===== config.mk =====
export PLATFORM = sky130hd
export DESIGN_NAME = rxen_train_seq
export DESIGN_NICKNAME = d
export VERILOG_FILES = /design/src/rtl/rxt_pkg.sv /design/src/rtl/rxt_step_cnt.sv /design/src/rtl/rxt_max_track.sv /design/src/rtl/rxt_fsm.sv /design/src/rtl/rxen_train_seq.sv
export SDC_FILE = /design/constraint.sdc
export NUM_CORES = 1
export LEC_CHECK = 0
export ABC_AREA = 1
export BUFFER_PORTS_ARGS = -buffer_cell sky130_fd_sc_hd__buf_2
export CORE_UTILIZATION = 40
export CTS_CLUSTER_SIZE = 30
export DETAILED_ROUTE_END_ITERATION = 10
export PLACE_DENSITY = 0.72
export SLEW_MARGIN = 20
export SYNTH_ARGS = -nofsm -noshare
export SYNTH_HDL_FRONTEND = slang
export SYNTH_SLANG_ARGS = --single-unit

===== constraint.sdc =====
create_clock -name clk -period 1.7 [get_ports clk]
set_input_delay 0.17 -clock clk [delete_from_list [all_inputs] [get_ports clk]]
set_output_delay 0.17 -clock clk [all_outputs]
set_load 0.01 [all_outputs]

===== src/rtl/rxt_pkg.sv =====
package rxt_pkg;
  typedef enum logic [2:0] {
    PH_IDLE,
    PH_SEED,
    PH_READ,
    PH_SETTLE,
    PH_CALC,
    PH_MAXLAT
  } rxt_phase_e;
endpackage


===== src/rtl/rxt_step_cnt.sv =====
// Event counter that flags the event that reaches LIMIT.
module rxt_step_cnt #(
  parameter int LIMIT = 3
) (
  input  logic clk,
  input  logic rst_n,
  input  logic clr,
  input  logic inc,
  output logic hit
);
  localparam int CW = $clog2(LIMIT + 1);
  logic [CW-1:0] cnt_q;

  always_ff @(posedge clk or negedge rst_n) begin
    if (!rst_n)    cnt_q <= '0;
    else if (clr)  cnt_q <= '0;
    else if (inc)  cnt_q <= cnt_q + 1'b1;
  end

  assign hit = inc && (cnt_q == CW'(LIMIT - 1));
endmodule


===== src/rtl/rxt_max_track.sv =====
// Running unsigned maximum over a stream of values.
module rxt_max_track #(
  parameter int W = 10
) (
  input  logic         clk,
  input  logic         rst_n,
  input  logic         clr,
  input  logic         upd,
  input  logic [W-1:0] din,
  output logic [W-1:0] max_o
);
  always_ff @(posedge clk or negedge rst_n) begin
    if (!rst_n)                   max_o <= '0;
    else if (clr)                 max_o <= '0;
    else if (upd && din > max_o)  max_o <= din;
  end
endmodule


===== src/rtl/rxt_fsm.sv =====
module rxt_fsm
  import rxt_pkg::*;
(
  input  logic       clk,
  input  logic       rst_n,
  input  logic       start_ok,
  input  logic       seed_ack,
  input  logic       rd_last,
  input  logic       settle_done,
  input  logic       lane_hs,
  input  logic       lane_last,
  input  logic       ml_ready,
  output rxt_phase_e phase,
  output logic       done
);
  rxt_phase_e nxt;

  always_comb begin
    nxt = phase;
    unique case (phase)
      PH_IDLE:   if (start_ok)              nxt = PH_SEED;
      PH_SEED:   if (seed_ack)              nxt = PH_READ;
      PH_READ:   if (rd_last)               nxt = PH_SETTLE;
      PH_SETTLE: if (settle_done)           nxt = PH_CALC;
      PH_CALC:   if (lane_hs && lane_last)  nxt = PH_MAXLAT;
      PH_MAXLAT: if (ml_ready)              nxt = PH_IDLE;
      default:                              nxt = PH_IDLE;
    endcase
  end

  always_ff @(posedge clk or negedge rst_n) begin
    if (!rst_n) begin
      phase <= PH_IDLE;
      done  <= 1'b0;
    end else begin
      phase <= nxt;
      done  <= (phase == PH_MAXLAT) && ml_ready;
    end
  end
endmodule


===== src/rtl/rxen_train_seq.sv =====
module rxen_train_seq
  import rxt_pkg::*;
#(
  parameter int          DIMM_W        = 2,
  parameter int          NUM_READS     = 3,
  parameter int          SETTLE_CYCLES = 200,
  parameter int          ADDR_W        = 24,
  parameter int          LEN_W         = 8,
  parameter int          BURST_BYTES   = 64,
  parameter int          TEST_ADDR_BIT = 21,
  parameter int          DLY_W         = 10
) (
  input  logic              clk,
  input  logic              rst_n,
  input  logic              start,
  input  logic [DIMM_W-1:0] dimm_idx,
  input  logic              refresh_off,
  input  logic              zqcal_off,
  output logic              busy,
  output logic              done,
  output logic [DIMM_W-1:0] dimm_sel,
  output logic [DIMM_W:0]   cs_num,
  output logic              seed_req,
  input  logic              seed_ack,
  output logic              trn_en,
  output logic              rd_valid,
  input  logic              rd_ready,
  output logic [ADDR_W-1:0] rd_addr,
  output logic [LEN_W-1:0]  rd_len,
  output logic              calc_req,
  input  logic              lane_valid,
  output logic              lane_ready,
  input  logic [DLY_W-1:0]  lane_dly,
  input  logic              lane_last,
  output logic              ml_valid,
  input  logic              ml_ready,
  output logic [DLY_W-1:0]  ml_dly
);
  localparam logic [ADDR_W-1:0] TEST_ADDR = ADDR_W'(1) << TEST_ADDR_BIT;

  rxt_phase_e        phase;
  logic              start_ok, rd_hs, rd_last, settle_done, lane_hs;
  logic [DIMM_W-1:0] dimm_q;

  assign start_ok = (phase == PH_IDLE) && start && refresh_off && zqcal_off;
  assign rd_hs    = rd_valid && rd_ready;
  assign lane_hs  = lane_valid && lane_ready;

  always_ff @(posedge clk or negedge rst_n) begin
    if (!rst_n)        dimm_q <= '0;
    else if (start_ok) dimm_q <= dimm_idx;
  end

  rxt_fsm u_fsm (
    .clk(clk), .rst_n(rst_n), .start_ok(start_ok), .seed_ack(seed_ack),
    .rd_last(rd_last), .settle_done(settle_done), .lane_hs(lane_hs),
    .lane_last(lane_last), .ml_ready(ml_ready), .phase(phase), .done(done)
  );

  rxt_step_cnt #(.LIMIT(NUM_READS)) u_rd_cnt (
    .clk(clk), .rst_n(rst_n), .clr(start_ok), .inc(rd_hs), .hit(rd_last)
  );

  rxt_step_cnt #(.LIMIT(SETTLE_CYCLES)) u_settle_cnt (
    .clk(clk), .rst_n(rst_n), .clr(phase == PH_READ),
    .inc(phase == PH_SETTLE), .hit(settle_done)
  );

  rxt_max_track #(.W(DLY_W)) u_max (
    .clk(clk), .rst_n(rst_n), .clr(start_ok), .upd(lane_hs),
    .din(lane_dly), .max_o(ml_dly)
  );

  assign busy       = (phase != PH_IDLE);
  assign dimm_sel   = dimm_q;
  assign cs_num     = {dimm_q, 1'b0};
  assign seed_req   = (phase == PH_SEED);
  assign trn_en     = (phase == PH_READ) || (phase == PH_SETTLE);
  assign rd_valid   = (phase == PH_READ);
  assign rd_addr    = TEST_ADDR;
  assign rd_len     = LEN_W'(BURST_BYTES);
  assign calc_req   = (phase == PH_CALC);
  assign lane_ready = (phase == PH_CALC);
  assign ml_valid   = (phase == PH_MAXLAT);
endmodule


==> results.py <==
metrics = {
    "status": {
        "status": "complete, but fails checks",
        "violations": "DRC",
    },
    "synth": {
        "ys_types": 32,
        "synth_seq_area_share": 0.3377,
        "syn_area_mm2": 0.001927,
        "synth_common_cells": "nand2_1, buf_4, inv_1, nand3_1, dfrtp_1",
        "synth_enable_flop_cells": 0,
        "synth_area_leaders": "dfrtp_1, buf_4, nand2_1",
        "yosys_register_bits": 26,
        "synth_cells": 251,
        "synth.most_common_cell": "nand2_1",
        "async_flop_share": 1.000,
        "yosys_warnings": 0,
        "synth_area_leader_cell": "dfrtp_1",
        "synth.top_cell.area_share": 0.3377,
        "ys.flop_type": "dfrtp_1",
        "syn_avg_cell_area_um2": 7.677,
    },
    "setup_path": {
        "cp_slowest_stage_delay_ns": 0.39,
        "crit_family": "flip-flops",
        "cp_common_cell": "inv_1",
        "cp.required_ns": 1.86,
        "crit_path_start_kind": "flip-flop",
        "path_class": "reg2reg",
        "critPathCaptureType": "flip-flop",
        "slowest_stage": "dfrtp_1",
        "path_cells": "inv_1 -> ha_1 -> nand2_2 -> inv_1 -> a21oi_1 -> nand3_2 -> buf_6 -> nand3_1 -> nand2_1",
        "critPathArrivalTime_ns": 1.74,
        "path_buf_inv": 3,
        "cp_max_fo": 10,
    },
    "clock_network": {
        "worstSkewPairLatency_ns": 0.27,
        "clk_path_buf_depth": 2,
        "clk_root_buffer_cell": "clkbuf_8",
        "numCtsBuffers": 3,
        "cts_num_sinks": 26,
        "clk_pin_slew_ns": 0.09,
        "h-tree-depth": 1,
        "cts_tree": "built",
    },
    "die": {
        "core_area_mm2": 0.004504,
        "fp-row-count": 24,
        "die_height_um": 71.41,
        "start_util": 0.4278,
        "die_width_um": 71.41,
        "dieArea_mm2": 0.005099,
        "io_pins": 77,
    },
    "cells_and_area": {
        "syn_to_final_growth_pct": 14.81,
        "final_cell_count_no_fill": 352,
        "nets": 335,
        "diodes": 0,
        "drive_above_1_share": 0.2733,
        "final_util": 0.4911,
        "fillers": 454,
    },
    "drt": {
        "vias": 1611,
        "routed_wl_um": 3747,
        "dr.pass1.iters": 7,
        "detail-route-antenna-nets": 0,
        "met3_length_um": 186,
        "drt_iter0_markers": 86,
        "avgViaCountPerCell": 4.577,
        "wl_met2_um": 1700,
        "post_drt_wl_per_cell_um": 10.64,
        "highest-signal-layer": "met4",
        "wl_met1_um": 1808,
        "post-route-drc-count": 9,
    },
    "place": {
        "dp_cells": 346,
        "dp_hpwl_um": 2964,
        "numPortBuffers": 43,
        "gp_congestion": 0.8440,
    },
    "hold_path": {
        "min_path_type": "in2reg",
    },
    "global_routing": {
        "grt_pass1_vias": 1440,
        "grt_pass1_wl_um": 6189,
        "grt_max_degree": 27,
        "grt_overflow": 0,
        "antenna_found_initial": 0,
        "globalRouteTotalUtil": 0.1516,
    },
    "sta": {
        "hold_viol_final": 0,
        "setup_viol": 0,
        "worstMarginPinSlew_ns": 0.5913,
        "maxSlewViolCount": 0,
        "finalCritPeriodShare": 0.9279,
        "fmax_mhz": 634.0,
        "slew_headroom": 0.6058,
        "finClkSkew_ns": 0.009075,
        "period_needed_ns": 1.577,
    },
    "power_and_ir_drop": {
        "leakagePower_nw": 1.287,
        "ir_drop_v": 0.0006262,
        "power_density_mw_per_mm2": 1513,
    },
    "job": {
        "drv_cap": 0,
    },
}
## registers in the layout, summed over array words and instances, names as in the netlist
name and cells:
u_max.max_o 10, u_settle_cnt.cnt_q 8, u_fsm.phase 3, dimm_sel 2
u_rd_cnt.cnt_q 2, u_fsm.done 1
## repair_timing
| action | in CTS | in global routing |
|---|---|---|
| resized for setup | 0 | 8 |
| endpoints found under the hold margin | 26 | 0 |
| endpoints found under the setup margin | 0 | 10 |
| setup buffers | 0 | 1 |
| hold buffers | 1 | 0 |
## tightest hold or removal path, delay by kind of cell
| family | cells | cell delay [ns] |
|---|---|---|
| and+or+nand+nor | 2 | 0.09 |
| buffers and inverters | 1 | 0.07 |
## cells by family (layout without fill, tap and decap cells)
kind of cell | count (synthesis) | in the layout | share of synthesized area
flops | 26 | 26 | 0.3377
xor+xnor | 1 | 1 | 0.004546
buf+inv | 82 | 100 | 0.2383
compound gates | 20 | 20 | 0.05974
simple gates | 108 | 108 | 0.2779
fa+ha+maj | 12 | 12 | 0.07792
other cells | 2 | 33 | 0.003898
## power by group
group | total [mW] | leakage [nW] | internal, mW | switching, mW
clock | 0.510 | 0.0357 | 0.315 | 0.195
sequential | 1.03 | 0.345 | 0.844 | 0.184
combinational | 1.81 | 0.906 | 0.745 | 1.06
## metal layers
metal	up-vias	track usage
met1	735	0.2074
met3	6	0.01828
met4	0	0.05111
li1	815	-
met2	55	0.2497
met5	-	0
## final cells by class
type                            count  area, um^2  share of cell area
Tap cell                           52       65.06             0.02941
Sequential cell                    26       650.6              0.2941
Timing Repair Buffer               54       304.0              0.1374
Inverter                           42       157.7             0.07127
Multi-Input combinational cell    174       963.4              0.4355
Clock buffer                        3       41.29             0.01867
Clock inverter                      1       30.03             0.01357
## final timing paths
kind	from	end	slack (ns)	cells past startpoint
hold reg to reg	dimm_sel[1]$_DFFE_PN0P_	dimm_sel[1]$_DFFE_PN0P_	0.50	2
hold / removal	dimm_idx[1]	dimm_sel[1]$_DFFE_PN0P_	0.09	3
max in group asynchronous	rst_n	u_max.max_o[6]$_DFFE_PN0P_	0.87	2
setup reg to reg	u_max.max_o[9]$_DFFE_PN0P_	u_max.max_o[2]$_DFFE_PN0P_	0.12	9
setup / recovery	u_max.max_o[9]$_DFFE_PN0P_	u_max.max_o[2]$_DFFE_PN0P_	0.12	9
min in group asynchronous	rst_n	u_settle_cnt.cnt_q[0]$_DFFE_PN0P_	0.44	2
## stage by stage
stage	setup WS, ns	hold slack (ns)	total power, mW	area (um^2)	TNS (ns)
4_1_cts	0.05887	0.08334	3.303	2171	0
5_1_grt	-0.01033	0.09853	3.692	2212	-0.02848
3_3_place_gp	0.1283	0.2058	2.724	2090	0
6_report	0.1227	0.08872	3.347	2212	0
2_1_floorplan	0.2006	-0.1256	2.274	2043	0
3_5_place_dp	0.08189	0.2115	2.781	2090	0
## placed cells by master (no fill, tap or decap)
master         count
nand2_1           47
buf_2             43
inv_1             36
conb_1            33
nand3_1           30
dfrtp_1           26
ha_1              11
nor2_1             9
a21oi_1            9
buf_4              9
inv_2              6
o21ai_0            6
nor2_2             4
nand4_1            3
clkbuf_8           3
nand3_2            2
nand2_4            2
nor2_4             2
nor3_1             2
nor3_2             1
nor2_8             1
nand2_2            1
nand3b_1           1
nor3_4             1
o21ai_2            1
a21oi_2            1
or2_2              1
o21ai_1            1
xor2_1             1
and3_2             1
o221ai_1           1
a22o_1             1
ha_4               1
bufinv_16          1
dlygate4sd3_1      1
buf_6              1
No activity file was read; power rests on OpenSTA's default activity.
